`src/rtl/kwdt_pkg.sv`:
```
package kwdt_pkg;
  localparam int NCTRL  = 4;
  localparam int KEY_W  = 16;
  localparam int AW     = 3;
  localparam int MAXKEY = 3;

  // control order follows the address map: kick, change, disable, prescale
  localparam int C_KICK = 0;
  localparam int C_CHG  = 1;
  localparam int C_DIS  = 2;
  localparam int C_PSC  = 3;

  function automatic int ctl_nkeys(input int c);
    return (c == C_DIS) ? 3 : 2;
  endfunction

  // keys packed with the first key in the least significant slot
  function automatic logic [MAXKEY*KEY_W-1:0] ctl_keys(input int c);
    case (c)
      C_KICK:  return {16'h0000, 16'hAAAA, 16'h5555};
      C_CHG:   return {16'h0000, 16'hBBBB, 16'h6666};
      C_DIS:   return {16'hDDDD, 16'hCCCC, 16'h7777};
      default: return {16'h0000, 16'hA5A5, 16'h5A5A};
    endcase
  endfunction
endpackage

```
`src/rtl/kwdt_unlock.sv`:
```
module kwdt_unlock #(
  parameter int DW    = 32,
  parameter int KEY_W = 16,
  parameter int NKEYS = 2,
  parameter logic [NKEYS*KEY_W-1:0] KEYS = '0
) (
  input  logic          clk,
  input  logic          rst,
  input  logic          lock_we,
  input  logic          data_we,
  input  logic [DW-1:0] wdata,
  output logic [1:0]    status,
  output logic          open_o
);
  localparam int SW = $clog2(NKEYS + 1);

  logic [SW-1:0]    step;
  logic [KEY_W-1:0] exp_key;
  logic             is_first, is_next;

  always_comb begin
    exp_key = '0;
    for (int k = 0; k < NKEYS; k++)
      if (SW'(k) == step) exp_key = KEYS[k*KEY_W +: KEY_W];
  end

  assign is_first = (wdata == DW'(KEYS[KEY_W-1:0]));
  assign is_next  = (step < SW'(NKEYS)) && (wdata == DW'(exp_key));
  assign open_o   = (step == SW'(NKEYS));
  assign status   = open_o ? 2'd3 : 2'(step);

  always_ff @(posedge clk) begin
    if (rst)
      step <= '0;
    else if (lock_we) begin
      if (is_first)     step <= SW'(1);
      else if (is_next) step <= step + SW'(1);
      else              step <= '0;
    end else if (data_we && open_o)
      step <= '0;
  end

  p_relock_after_accept_r7: assert property (@(posedge clk) disable iff (rst)
    (data_we && !lock_we && status == 2'd3) |=> (status == 2'd0));
  p_locked_write_ignored_r7: assert property (@(posedge clk) disable iff (rst)
    (data_we && !lock_we && status != 2'd3) |=> $stable(status));
  p_first_key_restarts_r6: assert property (@(posedge clk) disable iff (rst)
    (lock_we && wdata == DW'(KEYS[KEY_W-1:0])) |=> (status == 2'd1));
endmodule

```
`src/rtl/kwdt_prescaler.sv`:
```
module kwdt_prescaler #(
  parameter int PW = 16
) (
  input  logic          clk,
  input  logic          rst,
  input  logic          run,
  input  logic          restart,
  input  logic [PW-1:0] div,
  output logic          tick
);
  logic [PW-1:0] pcnt;
  logic          last;

  assign last = (div <= PW'(1)) || (pcnt >= div - PW'(1));
  assign tick = run && last;

  always_ff @(posedge clk) begin
    if (rst || restart || !run) pcnt <= '0;
    else if (last)              pcnt <= '0;
    else                        pcnt <= pcnt + PW'(1);
  end

  p_restart_clears_r9: assert property (@(posedge clk) disable iff (rst)
    restart |=> (pcnt == '0));
endmodule

```
`src/rtl/kwdt_counter.sv`:
```
module kwdt_counter #(
  parameter int CW = 16
) (
  input  logic          clk,
  input  logic          rst,
  input  logic          en,
  input  logic          tick,
  input  logic          reload,
  input  logic [CW-1:0] load_val,
  output logic          pulse
);
  logic [CW-1:0] cnt;

  always_ff @(posedge clk) begin
    if (rst) begin
      cnt   <= '1;
      pulse <= 1'b0;
    end else begin
      pulse <= 1'b0;
      if (reload)
        cnt <= load_val;
      else if (en && tick && cnt != '0) begin
        cnt <= cnt - CW'(1);
        if (cnt == CW'(1)) pulse <= 1'b1;
      end
    end
  end

  p_single_pulse_r10: assert property (@(posedge clk) disable iff (rst)
    pulse |=> !pulse);
  p_hold_at_zero_r10: assert property (@(posedge clk) disable iff (rst)
    (cnt == '0 && !reload) |=> (cnt == '0 && !pulse));
  p_frozen_when_off_r12: assert property (@(posedge clk) disable iff (rst)
    (!en && !reload) |=> $stable(cnt));
  p_quiet_when_off_r12: assert property (@(posedge clk) disable iff (rst)
    !en |=> !pulse);
endmodule

```
`src/rtl/keyed_wdt.sv`:
```
module keyed_wdt #(
  parameter int DW = 32,
  parameter int VW = 16
) (
  input  logic                   clk,
  input  logic                   rst,
  input  logic                   wr_en,
  input  logic [kwdt_pkg::AW-1:0] addr,
  input  logic [DW-1:0]          wdata,
  output logic [DW-1:0]          rdata,
  output logic                   wdt_rst
);
  import kwdt_pkg::*;

  logic [1:0]       lk_stat [NCTRL];
  logic [NCTRL-1:0] lk_open, lock_we, data_we;
  logic [VW-1:0]    chg_q, psc_q;
  logic             en_q, kick_fire, tick;

  for (genvar g = 0; g < NCTRL; g++) begin : g_lock
    localparam int NK = ctl_nkeys(g);
    localparam logic [MAXKEY*KEY_W-1:0] KALL = ctl_keys(g);
    localparam logic [NK*KEY_W-1:0]     KSEL = KALL[NK*KEY_W-1:0];

    assign lock_we[g] = wr_en && (addr == AW'(2*g));
    assign data_we[g] = wr_en && (addr == AW'(2*g + 1));

    kwdt_unlock #(.DW(DW), .KEY_W(KEY_W), .NKEYS(NK), .KEYS(KSEL)) u_unlock (
      .clk     (clk),
      .rst     (rst),
      .lock_we (lock_we[g]),
      .data_we (data_we[g]),
      .wdata   (wdata),
      .status  (lk_stat[g]),
      .open_o  (lk_open[g])
    );
  end

  assign kick_fire = data_we[C_KICK] && lk_open[C_KICK] && (wdata == DW'(1));

  always_ff @(posedge clk) begin
    if (rst) begin
      chg_q <= '1;
      psc_q <= '1;
      en_q  <= 1'b0;
    end else begin
      if (data_we[C_CHG] && lk_open[C_CHG])
        chg_q <= (wdata[VW-1:0] == '0) ? VW'(1) : wdata[VW-1:0];
      if (data_we[C_PSC] && lk_open[C_PSC])
        psc_q <= wdata[VW-1:0];
      if (data_we[C_DIS] && lk_open[C_DIS])
        en_q <= wdata[0];
    end
  end

  kwdt_prescaler #(.PW(VW)) u_psc (
    .clk     (clk),
    .rst     (rst),
    .run     (en_q),
    .restart (kick_fire),
    .div     (psc_q),
    .tick    (tick)
  );

  kwdt_counter #(.CW(VW)) u_cnt (
    .clk      (clk),
    .rst      (rst),
    .en       (en_q),
    .tick     (tick),
    .reload   (kick_fire),
    .load_val (chg_q),
    .pulse    (wdt_rst)
  );

  always_ff @(posedge clk) begin
    if (rst)
      rdata <= '0;
    else if (!addr[0])
      rdata <= DW'(lk_stat[addr[2:1]]);
    else begin
      case (addr[2:1])
        2'd1:    rdata <= DW'(chg_q);
        2'd2:    rdata <= DW'(en_q);
        2'd3:    rdata <= DW'(psc_q);
        default: rdata <= '0;
      endcase
    end
  end

  p_change_never_zero_r11: assert property (@(posedge clk) disable iff (rst)
    (data_we[C_CHG] && lk_open[C_CHG]) |=> (chg_q != '0));
endmodule

```
`config.mk`:
```
export PLATFORM = sky130hd
export DESIGN_NAME = keyed_wdt
export DESIGN_NICKNAME = d
export VERILOG_FILES = /design/src/rtl/kwdt_pkg.sv /design/src/rtl/kwdt_unlock.sv /design/src/rtl/kwdt_prescaler.sv /design/src/rtl/kwdt_counter.sv /design/src/rtl/keyed_wdt.sv
export SDC_FILE = /design/constraint.sdc
export NUM_CORES = 1
export LEC_CHECK = 0
export ABC_AREA = 1
export BUFFER_PORTS_ARGS = -buffer_cell sky130_fd_sc_hd__buf_2
export CORE_UTILIZATION = 45
export DETAILED_ROUTE_END_ITERATION = 7
export GPL_TIMING_DRIVEN = 0
export PLACE_DENSITY = 0.67
export SLEW_MARGIN = 10
export SYNTH_ARGS = -nofsm -noshare
export SYNTH_HDL_FRONTEND = slang
export SYNTH_SLANG_ARGS = --single-unit
```
`constraint.sdc`:
```
create_clock -name clk -period 2.4 [get_ports clk]
set_input_delay 0.12 -clock clk [delete_from_list [all_inputs] [get_ports clk]]
set_output_delay 0.12 -clock clk [all_outputs]
set_load 0.02 [all_outputs]
```
==> results.yml <==
outcome:
  status: "finished with violations"
  violations: "negative setup slack"
critical_path:
  cp.buffers_inverters: 4
  arrival_ps: 2980
  crit_family: "simple AND/OR/NAND/NOR gates"
  critPathMaxStageDelay_ps: 360
  crit_fanout: 10
  cp_cell_sequence: "inv_6 -> ha_4 -> nand3_4 -> nor2_4 -> nand4_1 -> nor2_2 -> xor2_1 -> inv_1 -> ha_4 -> a21oi_2 -> o21a_1 -> nand2_1 -> nor2_2 -> nand2_4 -> buf_4 -> buf_12 -> nor3_2"
  cp-start-kind: "flip-flop"
  critPathSlowestCell: "dfxtp_4"
  critical_path_class: "reg -> reg"
  cp-end-kind: "flip-flop"
  crit_required_ps: 2670
yosys:
  synth_top_flop_cell: "dfxtp_1"
  ys_warn_count: 0
  synth_edf_count: 0
  ys_async_sr_fraction: 0
  ys_seq_area_frac: 0.2991
  ys_ff_latch: 90
  syn_inst: 872
  ys_types: 43
  synth.avg_cell_area_um2: 6.907
  synth_area_um2: 6023
timing:
  skew_ps: 5.183
  finalSetupViolCount: 33
  fmax_ghz: 0.3698
  tns_ps: -7974
  tightest_slew_ps: 680.4
  hold_violations: 0
  setup_ws_ps: -304.3
  rsz0062_at_grt: "true"
  slew_violations: 0
  fin_crit_sh: 1.127
  post-route-min-period_ps: 2704
  max_slew_margin: 0.5464
floorplan:
  core-area_um2: 12820
  dieWidth_um: 117.7
  die_h_um: 117.7
  rows: 41
  die_area_um2: 13850
  start_util: 0.4697
  ios: 71
detailed_routing:
  vias: 6060
  viasPerCell: 5.293
  routedWlPerCell_um: 14.90
  drc: 0
  drt_pass1_iterations: 8
  wirelength_um: 17060
  detail_route.iter0.violations: 431
  final_antenna_net_count: 0
cells_and_area:
  diodes: 0
  final_area_um2: 7338
  nets: 1043
  final_cell_mix: "191 x nand2_1, 93 x inv_1, 86 x nor2_1, 86 x dfxtp_1, 63 x nand3_1"
  drive_gt1_frac: 0.2025
  final_common_cell: "nand2_1"
  utilization: 0.5722
  syn2layout_area_growth_pct: 21.83
global_route:
  grt_pass1_wl_um: 27090
  antenna_found_initial: 0
  grt_max_degree: 14
  grt_usage: 0.2465
  gr-total-overflow: 0
  first_global_vias: 5445
clock_tree:
  cts_tree: "yes"
  cts.htree.levels: 3
  clock_sinks: 90
  insertion_delay_ps: 350
  cts_buffers: 9
  ctsHoldBuffers: 0
  cts_max_path_buffers: 2
  root_buffer: "clkbuf_16"
  clk_pin_slew_ps: 60
pwr:
  total_power_w: 0.003231
  irDropWorstVdd_mv: 0.3640
  cellPowerDensity_nw_per_um2: 440.3
  power_leakage_nw: 3.524
job:
  max_cap_viol_count: 0
placement:
  portBuffers: 50
  dp_hpwl_um: 12520
  finalWeightedCongestion: 0.9709
  placed_cell_area_um2: 6595
hold_path:
  hold_class: "in -> reg"
==> metal layers <==
layer / track usage / part of all wire / vias up
met5: 0 / 0 / -
met4: 0.1202 / 0.037 / 0
met3: 0.03246 / 0.071 / 41
met2: 0.3838 / 0.44 / 237
met1: 0.3348 / 0.45 / 2743
li1: - / - / 3039
==> worst reg2reg max path, cell delays in order (launching register included) <==
cell	delay (ps)
dfxtp_4	360
inv_6	80
ha_4	150
nand3_4	80
nor2_4	120
nand4_1	160
nor2_2	170
xor2_1	150
inv_1	80
ha_4	160
a21oi_2	110
o21a_1	130
nand2_1	60
nor2_2	170
nand2_4	140
buf_4	180
buf_12	140
nor3_2	180
==> sequential cells by signal (all words and copies together), names as in the netlist <==
register / flops
en_q: 1
psc_q: 16
u_cnt.pulse: 1
rdata: 16
chg_q: 16
g_lock.u_unlock.step: 8
u_psc.pcnt: 16
u_cnt.cnt: 16
==> power by group <==
part	switching, W	leakage, nW	internal (W)	total [W]
combinational	0.000204	2.65	0.0000896	0.000294
sequential	0.00000246	0.728	0.00150	0.00151
clock	0.000583	0.147	0.000849	0.00143
total	0.000790	3.52	0.00244	0.00323
==> final cells by class <==
class                      instances  area, um2
inverter                         101      389.1
buffer                            43      324.1
timing repair buffer              71      431.7
multi-input combinational        654       3874
clock buffer                      11      252.7
clock inverter                     3      40.04
tap                              172      215.2
sequential                        90       1812
fill                            1284       5487
==> final timing paths <==
path | slack (ps) | start | to | depth (start not counted)
max | -300 | psc_q[0] | u_psc.pcnt[13] | 17
min | 10 | addr[0] | rdata[0] | 2
max reg2reg | -300 | psc_q[0] | u_psc.pcnt[13] | 17
min reg2reg | 490 | g_lock[3].u_unlock.step[0] | g_lock[3].u_unlock.step[0] | 2
==> cell families (layout without fill, tap and decap cells) <==
family	Yosys count	after routing	synth area share
compound gates	97	97	0.08995
xor+xnor	40	40	0.05816
flops	90	90	0.2991
simple gates	465	466	0.3693
fa+ha+maj	35	35	0.07270
other cells	1	16	0.0006226
buf+inv	144	229	0.1101
==> synth_stat cells, types with 3 or more instances <==
cell,number,area share
nor3b_1,6,0.0075
nand2_1,193,0.12
nand2_2,5,0.0052
buf_1,4,0.0025
o211ai_1,13,0.016
buf_2,7,0.0058
nor2_1,92,0.057
ha_1,35,0.073
nand3b_1,4,0.0050
nor2_4,7,0.013
buf_6,5,0.0093
buf_4,16,0.020
dfxtp_1,90,0.30
nor3_1,16,0.013
nand3_1,82,0.068
nor3_2,10,0.017
a21oi_1,56,0.047
o21ai_0,19,0.016
nand4_1,37,0.038
xor2_1,30,0.044
inv_2,3,0.0019
o21a_1,3,0.0037
inv_1,96,0.060
clkbuf_1,10,0.0062
xnor2_1,10,0.015
nor2_2,3,0.0031
==> through the flow <==
stage / setup WS, ps / hold WS (ps) / instances
after detailed placement: -401.8 / 376.2 / 1109
after global routing: -457.6 / 17.10 / 1145
after floorplan: 0.7303 / 233.2 / 887
after CTS: -239.8 / 10.86 / 1138
after global placement: -369.1 / 378.0 / 1109
final: -304.3 / 13.00 / 1145
==> repair_timing <==
item,CTS,global route
cloned,1,2
endpoints found under the setup margin,33,33
setup buffers,14,5
pin swaps,11,13
resized for setup,25,31
No activity file was read; power rests on OpenSTA's default activity.
